$ cat config.mk
export PLATFORM = sky130hd
export DESIGN_NAME = dual_id_i2c_target
export DESIGN_NICKNAME = d
export VERILOG_FILES = /design/src/rtl/dual_id_i2c_pkg.sv /design/src/rtl/i2c_line_sync.sv /design/src/rtl/i2c_ptr_unit.sv /design/src/rtl/dual_id_i2c_target.sv
export SDC_FILE = /design/constraint.sdc
export NUM_CORES = 1
export LEC_CHECK = 0
export BUFFER_PORTS_ARGS = -buffer_cell sky130_fd_sc_hd__buf_4
export CAP_MARGIN = 20
export CORE_MARGIN = 10
export CORE_UTILIZATION = 45
export CTS_CLUSTER_DIAMETER = 120
export DETAILED_ROUTE_END_ITERATION = 12
export MAX_ROUTING_LAYER = met4
export SLEW_MARGIN = 40
export SYNTH_ARGS = -nofsm -noshare
export SYNTH_HDL_FRONTEND = slang
export SYNTH_SLANG_ARGS = --single-unit
export TNS_END_PERCENT = 10
$ cat constraint.sdc
create_clock -name clk -period 3.05 [get_ports clk]
set_input_delay 0.61 -clock clk [delete_from_list [all_inputs] [get_ports clk]]
set_output_delay 0.61 -clock clk [all_outputs]
set_load 0.05 [all_outputs]
$ cat src/rtl/dual_id_i2c_pkg.sv
package dual_id_i2c_pkg;

  localparam int WORD_W = 8;

  typedef enum logic [3:0] {
    ST_IDLE,
    ST_ID,
    ST_ID_ACK,
    ST_ADDR,
    ST_ADDR_ACK,
    ST_WDATA,
    ST_WDATA_ACK,
    ST_TX,
    ST_MACK,
    ST_WAIT
  } tgt_state_t;

  // next pointer value: +1, or back to zero once the last address is reached
  function automatic logic [WORD_W-1:0] ptr_advance(input logic [WORD_W-1:0] p,
                                                    input logic [WORD_W-1:0] last);
    return (p >= last) ? '0 : p + 1'b1;
  endfunction

  // returns {hit, window}
  function automatic logic [1:0] id_lookup(input logic [6:0] id,
                                           input logic [6:0] ctl_id,
                                           input logic [6:0] mem_id);
    if (id == ctl_id) return 2'b10;
    if (id == mem_id) return 2'b11;
    return 2'b00;
  endfunction

endpackage

$ cat src/rtl/i2c_line_sync.sv
module i2c_line_sync #(
  parameter int STAGES = 2
) (
  input  logic clk,
  input  logic rst_n,
  input  logic scl_i,
  input  logic sda_i,
  output logic scl_lvl,
  output logic sda_lvl,
  output logic scl_rise,
  output logic scl_fall,
  output logic bus_start,
  output logic bus_stop
);
  logic [STAGES-1:0] scl_ff, sda_ff;
  logic scl_prev, sda_prev;

  always_ff @(posedge clk or negedge rst_n) begin
    if (!rst_n) begin
      scl_ff   <= '1;
      sda_ff   <= '1;
      scl_prev <= 1'b1;
      sda_prev <= 1'b1;
    end else begin
      scl_ff   <= {scl_ff[STAGES-2:0], scl_i};
      sda_ff   <= {sda_ff[STAGES-2:0], sda_i};
      scl_prev <= scl_ff[STAGES-1];
      sda_prev <= sda_ff[STAGES-1];
    end
  end

  assign scl_lvl   = scl_ff[STAGES-1];
  assign sda_lvl   = sda_ff[STAGES-1];
  assign scl_rise  = scl_lvl & ~scl_prev;
  assign scl_fall  = ~scl_lvl & scl_prev;
  assign bus_start = scl_lvl & scl_prev & sda_prev & ~sda_lvl;
  assign bus_stop  = scl_lvl & scl_prev & ~sda_prev & sda_lvl;
endmodule

$ cat src/rtl/i2c_ptr_unit.sv
module i2c_ptr_unit
  import dual_id_i2c_pkg::*;
#(
  parameter logic [WORD_W-1:0] PTR_LAST = 8'h2F
) (
  input  logic              clk,
  input  logic              rst_n,
  input  logic              load,
  input  logic [WORD_W-1:0] load_val,
  input  logic              step,
  output logic [WORD_W-1:0] ptr
);
  always_ff @(posedge clk or negedge rst_n) begin
    if (!rst_n)    ptr <= '0;
    else if (load) ptr <= load_val;
    else if (step) ptr <= ptr_advance(ptr, PTR_LAST);
  end
endmodule

$ cat src/rtl/dual_id_i2c_target.sv
module dual_id_i2c_target
  import dual_id_i2c_pkg::*;
#(
  parameter logic [6:0]        CTL_ID      = 7'b1101111,
  parameter logic [6:0]        MEM_ID      = 7'b1010111,
  parameter logic [WORD_W-1:0] PTR_LAST    = 8'h2F,
  parameter int                SYNC_STAGES = 2
) (
  input  logic              clk,
  input  logic              rst_n,
  input  logic              powerup_busy,
  input  logic              scl_i,
  input  logic              sda_i,
  output logic              sda_oe,
  output logic              reg_sel,
  output logic [WORD_W-1:0] reg_addr,
  output logic [WORD_W-1:0] reg_wdata,
  output logic              reg_we,
  input  logic [WORD_W-1:0] reg_rdata
);
  localparam int CNT_W = $clog2(WORD_W + 1);
  localparam logic [CNT_W-1:0] FULL = CNT_W'(WORD_W);

  // named internal events
  wire scl_lvl, sda_lvl, scl_rise, scl_fall, bus_start, bus_stop;
  wire start_taken;
  wire in_idle;
  wire byte_full;
  logic ptr_load, ptr_step;
  logic [1:0] id_res;
  logic id_ok;

  tgt_state_t        st;
  logic [CNT_W-1:0]  bcnt;
  logic [WORD_W-1:0] rx_sh, tx_sh;
  logic              rw_q, m_ack, oe_q, we_q, sel_q;
  logic [6:0]        pend_id;
  logic              pend_v;
  logic [WORD_W-1:0] wdata_q;
  logic [WORD_W-1:0] ptr;

  i2c_line_sync #(.STAGES(SYNC_STAGES)) sync_i (
    .clk(clk), .rst_n(rst_n), .scl_i(scl_i), .sda_i(sda_i),
    .scl_lvl(scl_lvl), .sda_lvl(sda_lvl), .scl_rise(scl_rise), .scl_fall(scl_fall),
    .bus_start(bus_start), .bus_stop(bus_stop)
  );

  i2c_ptr_unit #(.PTR_LAST(PTR_LAST)) ptr_i (
    .clk(clk), .rst_n(rst_n), .load(ptr_load), .load_val(rx_sh),
    .step(ptr_step), .ptr(ptr)
  );

  assign start_taken = bus_start & ~powerup_busy;
  assign in_idle     = (st == ST_IDLE);
  assign byte_full   = (bcnt == FULL);

  // identifier check: known identifier, and a read after a dummy write keeps it
  always_comb begin
    id_res = id_lookup(rx_sh[7:1], CTL_ID, MEM_ID);
    id_ok  = id_res[1] & (~rx_sh[0] | ~pend_v | (rx_sh[7:1] == pend_id));
  end

  always_comb begin
    ptr_load = 1'b0;
    ptr_step = 1'b0;
    if (!bus_stop && !start_taken && scl_fall) begin
      ptr_load = (st == ST_ADDR) && byte_full;
      ptr_step = (st == ST_WDATA_ACK) || ((st == ST_TX) && byte_full);
    end
  end

  always_ff @(posedge clk or negedge rst_n) begin
    if (!rst_n) begin
      st      <= ST_IDLE;
      bcnt    <= '0;
      rx_sh   <= '0;
      tx_sh   <= '0;
      rw_q    <= 1'b0;
      m_ack   <= 1'b0;
      oe_q    <= 1'b0;
      we_q    <= 1'b0;
      sel_q   <= 1'b0;
      pend_id <= '0;
      pend_v  <= 1'b0;
      wdata_q <= '0;
    end else begin
      we_q <= 1'b0;
      if (bus_stop) begin
        st     <= ST_IDLE;
        oe_q   <= 1'b0;
        pend_v <= 1'b0;
      end else if (start_taken) begin
        st   <= ST_ID;
        bcnt <= '0;
        oe_q <= 1'b0;
      end else begin
        unique case (st)
          ST_ID, ST_ADDR, ST_WDATA: begin
            if (scl_rise && !byte_full) begin
              rx_sh <= {rx_sh[WORD_W-2:0], sda_lvl};
              bcnt  <= bcnt + 1'b1;
            end else if (scl_fall && byte_full) begin
              if (st == ST_ID) begin
                if (id_ok) begin
                  oe_q  <= 1'b1;
                  rw_q  <= rx_sh[0];
                  sel_q <= id_res[0];
                  if (!rx_sh[0]) pend_id <= rx_sh[7:1];
                  st    <= ST_ID_ACK;
                end else begin
                  st <= ST_WAIT;
                end
              end else if (st == ST_ADDR) begin
                oe_q   <= 1'b1;
                pend_v <= 1'b1;
                st     <= ST_ADDR_ACK;
              end else begin
                oe_q    <= 1'b1;
                we_q    <= 1'b1;
                wdata_q <= rx_sh;
                st      <= ST_WDATA_ACK;
              end
            end
          end
          ST_ID_ACK: if (scl_fall) begin
            bcnt <= '0;
            if (rw_q) begin
              tx_sh <= reg_rdata;
              oe_q  <= ~reg_rdata[WORD_W-1];
              st    <= ST_TX;
            end else begin
              oe_q <= 1'b0;
              st   <= ST_ADDR;
            end
          end
          ST_ADDR_ACK, ST_WDATA_ACK: if (scl_fall) begin
            bcnt <= '0;
            oe_q <= 1'b0;
            st   <= ST_WDATA;
          end
          ST_TX: begin
            if (scl_rise) bcnt <= bcnt + 1'b1;
            else if (scl_fall) begin
              if (byte_full) begin
                oe_q <= 1'b0;
                st   <= ST_MACK;
              end else begin
                tx_sh <= {tx_sh[WORD_W-2:0], 1'b0};
                oe_q  <= ~tx_sh[WORD_W-2];
              end
            end
          end
          ST_MACK: begin
            if (scl_rise) m_ack <= ~sda_lvl;
            else if (scl_fall) begin
              if (m_ack) begin
                bcnt  <= '0;
                tx_sh <= reg_rdata;
                oe_q  <= ~reg_rdata[WORD_W-1];
                st    <= ST_TX;
              end else begin
                st <= ST_WAIT;
              end
            end
          end
          default: ;
        endcase
      end
    end
  end

  assign sda_oe    = oe_q;
  assign reg_sel   = sel_q;
  assign reg_addr  = ptr;
  assign reg_wdata = wdata_q;
  assign reg_we    = we_q;
endmodule

==> impl_metrics.py, run 1 <==
metrics = {
    "yosys": {
        "ys_ff_latch": 58,
        "synth_nets": 291,
        "ys_seq_area_share_pct": 50.3,
        "async_reset_ff_share_pct": 100,
        "synth-edff-count": 0,
        "synth.distinct_cells": 56,
        "syn_area_per_cell_um2": 10.6,
        "synthCells": 275,
        "synth_flop_cell": "dfrtp_1",
        "syn_area_um2": 2900,
        "ys_warn_count": 0,
    },
    "grt": {
        "grt-ovfl-total": 0,
        "grt_max_degree": 59,
        "grt_pass1_wl_um": 10400,
        "grt_pass1_vias": 2089,
        "antenna_found_initial": 0,
        "grt_usage_pct": 13.2,
    },
    "critical_path": {
        "path_max_fanout": 11,
        "worst_setup_path_end_kind": "flop",
        "crit_buf_inv": 1,
        "cp_num_cells": 7,
        "critical_path.cell_chain": "inv_1, ha_1, and3b_1, o2111ai_2, nand2b_1, or3_1, a31oi_1",
        "slowest_delay_ns": 0.39,
        "cp-start-kind": "flop",
        "cp.required_ns": 3.30,
        "crit_arrival_ns": 2.43,
        "worstSetupPathType": "reg -> reg",
        "worst_r2r_path_depth": 7,
        "cp_top_family": "simple AND/OR/NAND/NOR gates",
        "cp_slowest_cell": "dfrtp_1",
    },
    "cells_and_area": {
        "layout_commonest_cell": "dfrtp_1",
        "n_antenna_cell": 0,
        "area_growth_pct": 16.1,
        "layout-drive-gt1-share_pct": 27.9,
        "nNetsFinal": 324,
        "layout_common_cells": "dfrtp_1, buf_4, nand2_1",
    },
    "floorplan": {
        "dieArea_um2": 10100,
        "initial_utilization_pct": 46.0,
        "row_count": 29,
        "die_x_um": 100,
        "core-area_um2": 6310,
        "die_y_um": 100,
        "ios": 32,
    },
    "sta": {
        "relSlewSlack_pct": 50.4,
        "period_needed_ns": 2.18,
        "fin_ws_ns": 0.873,
        "setup_viol": 0,
        "finalHoldViolCount": 0,
        "finalCritPeriodShare_pct": 71.4,
        "rsz0062_at_grt": "false",
        "max_freq_mhz": 459,
        "skew_ns": 0.00334,
        "slew_viol_final": 0,
        "worst_pin_slew_ns": 0.744,
        "tns_ns": 0,
    },
    "power_and_ir_drop": {
        "clkPwrFrac_pct": 27.2,
        "vdd_drop_max_mv": 0.440,
        "p_switching_mw": 0.923,
        "leakage_nw": 1.59,
        "seqPwrFrac_pct": 45.2,
        "sw_frac_of_total_pct": 36.3,
        "p_int_mw": 1.62,
        "powerDensity_nw_per_um2": 754,
        "comb_power_share_pct": 27.6,
    },
    "drt": {
        "drtAntennaViolNets": 0,
        "totalWireLength_um": 6120,
        "wl_per_cell_um": 15.7,
        "via_per_inst": 5.44,
        "drt_iter0_markers": 70,
        "drt_pass1_iterations": 4,
        "drc": 0,
        "vias": 2118,
    },
    "clocking": {
        "htreeDepth": 3,
        "cts_hold_buf": 0,
        "cts_buffers": 9,
        "clock_latency_ns": 0.33,
        "postCtsSetupBuffers": 0,
        "clock_path_buffers": 2,
        "cts.sinks": 58,
        "path_clk_slew_ns": 0.06,
        "clock-root-buffer": "clkbuf_8",
        "cts_resized": 0,
        "cts_tree": "done",
    },
    "placed_design": {
        "place_congestion": 0.890,
        "dp_hpwl_um": 4250,
        "io_buffers": 31,
        "post-place-ws_ns": 0.706,
    },
    "worst_hold_path": {
        "hold_class": "in -> async",
    },
    "job": {
        "cap_violations": 0,
    },
    "outcome": {
        "status": "finished clean",
    },
}
[power by group through the flow]
stage | Clock [mW] | Combinational, mW | Sequential (mW)
after global placement | 0 | 0.690 | 1.16
after floorplan | 0 | 0.557 | 1.11
after CTS | 0.704 | 0.705 | 1.15
final | 0.691 | 0.702 | 1.15
after global routing | 0.738 | 0.801 | 1.19
after detailed placement | 0 | 0.704 | 1.16
[path summary, 6_finish.rpt]
check | start | to | slack (ns)
max | bcnt[0] | ptr_i.ptr[3] | 0.87
min | rst_n | sda_oe | 0.35
max reg2reg | bcnt[0] | ptr_i.ptr[3] | 0.87
min reg2reg | sync_i.sda_ff[0] | sync_i.sda_ff[1] | 0.36
max in group asynchronous | rst_n | pend_id[5] | 2.22
min in group clk | sync_i.sda_ff[0] | sync_i.sda_ff[1] | 0.36
[kinds of logic (layout without fill, tap and decap cells)]
family,after synthesis,count (layout),share of synthesized area (%)
AND/OR/NAND/NOR,98,98,18.7
buffers and inverters,18,55,3.15
flip-flops,58,58,50.3
multiplexers,26,26,9.83
AO/OA/AOI/OAI,65,65,14.6
adder cells (fa/ha/maj),3,3,1.29
XOR/XNOR,7,7,2.11
[synthesized netlist by cell type (5+ instances only)]
library cell | count | area share (%)
nor2_1 | 22 | 2.8
nand2b_1 | 7 | 1.5
xnor2_1 | 7 | 2.1
nand2_1 | 23 | 3.0
dfstp_2 | 6 | 5.4
nor2b_1 | 5 | 1.1
o21ai_0 | 15 | 2.6
inv_1 | 8 | 1.0
dfrtp_1 | 52 | 45
mux2_2 | 20 | 7.8
a21oi_1 | 18 | 3.1
nand3_1 | 9 | 1.6
mux2i_1 | 6 | 2.1
[cell type report]
cell class | count | area (µm²)
Fill cell | 583 | 2940
Sequential cell | 58 | 1460
Multi-Input combinational cell | 199 | 1360
Timing Repair Buffer | 32 | 240
Clock buffer | 12 | 145
Tap cell | 77 | 96.3
Clock inverter | 3 | 40.0
Inverter | 8 | 30.0
[registers in the layout (all words and copies together), names as in the netlist, 2 cells and up]
signal	cells
bcnt	4
pend_id	7
ptr_i.ptr	8
reg_wdata	8
rx_sh	8
st	4
sync_i.scl_ff	2
sync_i.sda_ff	2
tx_sh	7
[routing by layer]
metal	vias to the layer above	global-route usage, %	wire length, µm
met1	1023	17.3	3000
met2	43	18.7	2770
li1	1047	-	-
met3	5	4.33	292
met4	0	4.67	57
met5	-	-	0
[per-stage QoR]
step                utilization, %  hold slack (ns)  area (µm²)  std cells  power [mW]
CTS                           53.3            0.360        3360        389        2.56
finish                        53.4            0.349        3370        389        2.54
floorplan                        -            0.314        2900        275        1.67
global route                  53.4            0.361        3370        389        2.73
detailed placement            50.3            0.350        3180        374        1.87
global placement              50.3            0.346        3180        374        1.85
(Power assumes the default switching activity.)
==> inputs of run 2 (changes only) <==
--- a/config.mk
+++ b/config.mk
@@ -5,6 +5,7 @@
 export SDC_FILE = /design/constraint.sdc
 export NUM_CORES = 1
 export LEC_CHECK = 0
+export ABC_AREA = 1
 export BUFFER_PORTS_ARGS = -buffer_cell sky130_fd_sc_hd__buf_4
 export CAP_MARGIN = 20
 export CORE_MARGIN = 10
==> constraint.sdc (replaced) <==
create_clock -name clk -period 2.1 [get_ports clk]
set_input_delay 0.42 -clock clk [delete_from_list [all_inputs] [get_ports clk]]
set_output_delay 0.42 -clock clk [all_outputs]
set_load 0.05 [all_outputs]
==> run 2 against run 1 <==
Net effect:
- clock power up 66%
- synthesized area up 1.5%
- maximum frequency up 15%
- largest power group unchanged
==> impl_metrics.py, run 2 <==
metrics = {
    "outcome": {
        "status": "finished clean",
    },
    "yosys": {
        "synth_flop_cell": "dfrtp_1",
        "synth_top_area_share_pct": 44.2,
        "synth_nets": 375,
        "yosys-top-cells-area": "dfrtp_1, nand2_1, inv_1, o21ai_0, dfstp_2",
        "ys_ff_latch": 58,
        "synth_top_area_cell": "dfrtp_1",
        "async_reset_ff_share_pct": 100,
        "ys_warn_count": 0,
        "synth.distinct_cells": 35,
        "ys_seq_area_share_pct": 49.5,
        "synth_most_common_cell": "nand2_1",
        "synthCells": 359,
        "synthTopCellsByCount": "nand2_1, dfrtp_1, inv_1",
        "synth-edff-count": 0,
        "syn_area_per_cell_um2": 8.20,
        "syn_area_um2": 2950,
    },
    "clocking": {
        "cts_hold_buf": 0,
        "clock_path_buffers": 2,
        "postCtsSetupBuffers": 0,
        "htreeDepth": 3,
        "clock-root-buffer": "clkbuf_8",
        "cts.sinks": 58,
        "cts_tree": "done",
        "cts_buffers": 9,
        "clock_latency_ns": 0.34,
        "path_clk_slew_ns": 0.07,
        "cts_resized": 0,
    },
    "sta": {
        "finalHoldViolCount": 0,
        "setup_viol": 0,
        "worst_pin_slew_ns": 0.728,
        "rsz0062_at_grt": "false",
        "max_freq_mhz": 526,
        "period_needed_ns": 1.90,
        "relSlewSlack_pct": 51.5,
        "tns_ns": 0,
        "finalCritPeriodShare_pct": 90.5,
        "skew_ns": 0.00629,
        "slew_viol_final": 0,
    },
    "power_and_ir_drop": {
        "sw_frac_of_total_pct": 39.9,
        "p_int_mw": 2.54,
        "vdd_drop_max_mv": 0.676,
        "leakage_nw": 1.71,
        "seqPwrFrac_pct": 36.7,
        "clkPwrFrac_pct": 27.3,
        "p_switching_mw": 1.69,
        "comb_power_share_pct": 35.9,
        "powerDensity_nw_per_um2": 1200,
    },
    "grt": {
        "grt_pass1_wl_um": 11700,
        "grt_max_degree": 59,
        "grt_pass1_vias": 2548,
        "grt-ovfl-total": 0,
        "antenna_found_initial": 0,
        "grt_usage_pct": 14.8,
    },
    "floorplan": {
        "die_x_um": 101,
        "die_y_um": 101,
        "core-area_um2": 6350,
        "initial_utilization_pct": 46.4,
        "dieArea_um2": 10200,
        "row_count": 29,
        "ios": 32,
    },
    "drt": {
        "vias": 2440,
        "drt_pass1_iterations": 4,
        "drc": 0,
        "wl_per_cell_um": 13.6,
        "drt_iter0_markers": 132,
        "drtAntennaViolNets": 0,
        "totalWireLength_um": 6580,
        "via_per_inst": 5.04,
    },
    "cells_and_area": {
        "layout-drive-gt1-share_pct": 21.4,
        "nNetsFinal": 418,
        "layout_common_cells": "nand2_1, dfrtp_1, inv_1",
        "layout_commonest_cell": "nand2_1",
        "area_growth_pct": 19.5,
        "design_area_um2": 3520,
        "n_antenna_cell": 0,
        "fin_cells": 484,
        "fin_util_pct": 55.4,
    },
    "worst_hold_path": {
        "hold_class": "in -> async",
    },
    "critical_path": {
        "cp.required_ns": 2.30,
        "r2r-start": "bcnt[0]",
        "worst_setup_path_end_kind": "flop",
        "worstSetupPathType": "reg -> reg",
        "r2r_slack_ns": 0.20,
        "crit_arrival_ns": 2.11,
        "path_max_fanout": 6,
        "crit_start": "bcnt[0]",
        "cp-start-kind": "flop",
    },
    "job": {
        "cap_violations": 0,
    },
    "placed_design": {
        "placed_cells": 468,
        "placed_area_um2": 3290,
        "dp_hpwl_um": 4890,
        "place_congestion": 0.867,
        "io_buffers": 31,
    },
}
## run 2: kinds of logic (layout without fill, tap and decap cells)
group | Yosys count | after routing | synth area share [%]
AND/OR/NAND/NOR | 169 | 169 | 25.5
XOR/XNOR | 9 | 9 | 2.68
adder cells (fa/ha/maj) | 3 | 3 | 1.27
flip-flops | 58 | 58 | 49.5
buffers and inverters | 60 | 108 | 8.24
AO/OA/AOI/OAI | 60 | 60 | 12.7
## run 2: final cells by class
type / count / area (µm²)
repair buffers: 38 / 285
flip-flops and latches: 58 / 1460
multi-input cells: 241 / 1250
fillers: 608 / 2830
well taps: 77 / 96.3
clock buffers: 9 / 124
inverters: 54 / 203
clock inverters: 7 / 101
## run 2: worst paths after layout
path | end | depth (start not counted)
worst max-delay path | ptr_i.ptr[3] | 9
worst min-delay path | m_ack | 1
worst max register to register | ptr_i.ptr[3] | 9
worst min register to register | sync_i.sda_ff[1] | 0
max in group asynchronous | tx_sh[2] | 1
min in group clk | sync_i.scl_ff[0] | 1
## run 2: through the flow
stage	hold slack, ns	total power [mW]	setup slack, ns
CTS	0.159	4.27	0.0516
global route	0.160	4.61	0.00648
detailed placement	0.347	3.09	0.0884
global placement	0.347	3.07	0.175
finish	0.137	4.22	0.199
floorplan	0.124	2.69	0.431
## run 2: power groups by stage
stage	Sequential, mW	Clock [mW]	Combinational, mW
detailed placement	1.57	0	1.52
CTS	1.55	1.19	1.53
global placement	1.56	0	1.51
global route	1.59	1.25	1.77
floorplan	1.62	0	1.08
finish	1.55	1.15	1.52
## run 2: layer usage
layer / wire length [µm] / vias up / part of all wire, % / track usage [%]
met3: 249 / 18 / 3.8 / 4.87
met1: 3050 / 1129 / 46 / 17.3
met5: 0 / - / 0 / -
li1: - / 1249 / - / -
met4: 160 / 0 / 2.4 / 7.29
met2: 3120 / 44 / 47 / 22.2
## run 2: worst max-delay path, cell delays in order, from the launching register on
cell and delay, ns:
dfrtp_1 0.42, inv_1 0.09, ha_1 0.15, nand3_1 0.13
inv_1 0.12, nand2_1 0.13, nor2_1 0.18, clkinv_1 0.20
nand4_2 0.21, o221ai_1 0.13
==> inputs of run 3 (changes only) <==
--- a/config.mk
+++ b/config.mk
@@ -5,7 +5,6 @@
 export SDC_FILE = /design/constraint.sdc
 export NUM_CORES = 1
 export LEC_CHECK = 0
-export ABC_AREA = 1
 export BUFFER_PORTS_ARGS = -buffer_cell sky130_fd_sc_hd__buf_4
 export CAP_MARGIN = 20
 export CORE_MARGIN = 10
==> constraint.sdc (replaced) <==
create_clock -name clk -period 2.2 [get_ports clk]
set_input_delay 0.44 -clock clk [delete_from_list [all_inputs] [get_ports clk]]
set_output_delay 0.44 -clock clk [all_outputs]
set_load 0.05 [all_outputs]
==> run 3 against run 2 <==
Net effect:
- via count shrank 13%
- routed wire length shrank 7.7%
- non-clock buffer count grew 1
- clock-buffer cell count grew 3
- worst setup slack lost 0.0038 ns
- utilization shrank 0.57 points
- power shrank 12%
- clock skew grew 0.0065 ns
- largest power group unchanged
==> impl_metrics.py, run 3 (synthesis gave the netlist of run 1 again) <==
metrics = {
    "outcome": {
        "status": "finished clean",
    },
    "floorplan": {
        "row_count": 29,
        "die_y_um": 100,
        "initial_utilization_pct": 46.0,
        "ios": 32,
        "die_x_um": 100,
        "core-area_um2": 6310,
        "dieArea_um2": 10100,
    },
    "sta": {
        "period_needed_ns": 2.00,
        "finalHoldViolCount": 0,
        "worst_pin_slew_ns": 0.717,
        "finalCritPeriodShare_pct": 91.1,
        "tns_ns": 0,
        "skew_ns": 0.0128,
        "hold-worst-slack_ns": 0.157,
        "relSlewSlack_pct": 52.2,
        "setup_viol": 0,
        "rsz0062_at_grt": "false",
        "max_freq_mhz": 499,
        "slew_viol_final": 0,
        "fin_ws_ns": 0.196,
    },
    "power_and_ir_drop": {
        "vdd_drop_max_mv": 0.658,
        "powerDensity_nw_per_um2": 1070,
        "leakage_nw": 1.64,
    },
    "cells_and_area": {
        "fin_util_pct": 54.9,
        "layout_commonest_cell": "dfrtp_1",
        "n_antenna_cell": 0,
        "n_fill_cell": 572,
        "nNetsFinal": 331,
        "layout_common_cells": "dfrtp_1, buf_4, nand2_1",
        "area_growth_pct": 19.3,
        "layout-drive-gt1-share_pct": 30.3,
    },
    "clocking": {
        "clock_path_buffers": 2,
        "postCtsSetupBuffers": 0,
        "cts_resized": 0,
        "cts_buffers": 9,
        "clock-root-buffer": "clkbuf_8",
        "htreeDepth": 3,
        "cts.sinks": 58,
        "cts_tree": "done",
        "cts_hold_buf": 0,
        "path_clk_slew_ns": 0.07,
        "clock_latency_ns": 0.34,
    },
    "placed_design": {
        "dp_hpwl_um": 4320,
        "place_congestion": 0.892,
        "io_buffers": 31,
        "post-place-ws_ns": 0.118,
    },
    "drt": {
        "drt_pass1_iterations": 4,
        "drc": 0,
        "drt_iter0_markers": 87,
        "via_per_inst": 5.35,
        "drtAntennaViolNets": 0,
        "wl_per_cell_um": 15.3,
        "totalWireLength_um": 6070,
        "vias": 2125,
    },
    "critical_path": {
        "crit_start": "bcnt[1]",
        "cp.required_ns": 2.43,
        "worst_setup_path_end_kind": "flop",
        "crit_arrival_ns": 2.23,
        "cp-start-kind": "flop",
        "worst_r2r_path_depth": 7,
        "rr_endpoint": "ptr_i.ptr[6]",
        "r2r_slack_ns": 0.20,
        "path_max_fanout": 9,
        "worstSetupPathType": "reg -> reg",
        "r2r-start": "bcnt[1]",
    },
    "grt": {
        "grt_pass1_wl_um": 10500,
        "grt_max_degree": 59,
        "grt_usage_pct": 13.4,
        "antenna_found_initial": 0,
        "grt_pass1_vias": 2135,
        "grt-ovfl-total": 0,
    },
    "job": {
        "cap_violations": 0,
    },
    "worst_hold_path": {
        "hold_class": "in -> async",
    },
}
==> run 3: changes by cell type in the layout (fill, tap and decap cells not counted), sizes merged, moves of 6 or more <==
cell | previous run | this run
nand2 | 104 | 24
o21ai | 39 | 17
nand2b | 0 | 7
o221ai | 6 | 0
nand3 | 19 | 9
mux2i | 0 | 6
nor2 | 29 | 22
inv | 55 | 8
mux2 | 0 | 20
a21oi | 5 | 19
==> run 3: worst max path at each step <==
stage / to / slack (ns) / depth (start not counted)
after floorplan: ptr_i.ptr[3] / 0.08 / 6
after global placement: ptr_i.ptr[6] / 0.15 / 7
after detailed placement: ptr_i.ptr[7] / 0.12 / 7
after CTS: ptr_i.ptr[7] / 0.10 / 7
after global routing: st[0] / 0.02 / 7
final: ptr_i.ptr[6] / 0.20 / 7
==> run 3: area by class of cell <==
class                      count  area, µm²  share of cell area [%]
timing repair buffer          39        293                    8.45
clock buffer                  12        155                    4.48
tap                           77       96.3                    2.78
inverter                       8       30.0                   0.867
clock inverter                 4       73.8                    2.13
multi-input combinational    199       1360                    39.2
sequential                    58       1460                    42.1
==> run 3: power breakdown <==
part	leakage, nW	internal (mW)	switching [mW]	total (mW)
logic	0.782	0.464	0.583	1.05
clock network	0.117	0.700	0.418	1.12
registers	0.740	1.27	0.285	1.56
total	1.64	2.44	1.29	3.72
==> run 3: through the flow <==
step	instance area (µm²)	power [mW]	std cells
2_1_floorplan	2900	2.31	275
3_3_place_gp	3230	2.61	381
3_5_place_dp	3230	2.63	381
4_1_cts	3460	3.76	397
5_1_grt	3460	3.99	397
6_report	3460	3.72	397
==> run 3: metal layers <==
metal	track usage, %	vias to the layer above	wire [µm]
met5	-	-	0
met4	5.54	0	55
met3	3.71	5	236
met2	19.2	35	2820
met1	17.3	1015	2960
li1	-	1070	-
==> run 3: worst max-delay path, stage by stage, from the launching register on <==
cell     delay [ns]
dfrtp_1        0.42
inv_1          0.07
ha_1           0.13
and3b_2        0.28
nand2_4        0.09
or4_4          0.55
and2_4         0.17
a22o_1         0.17
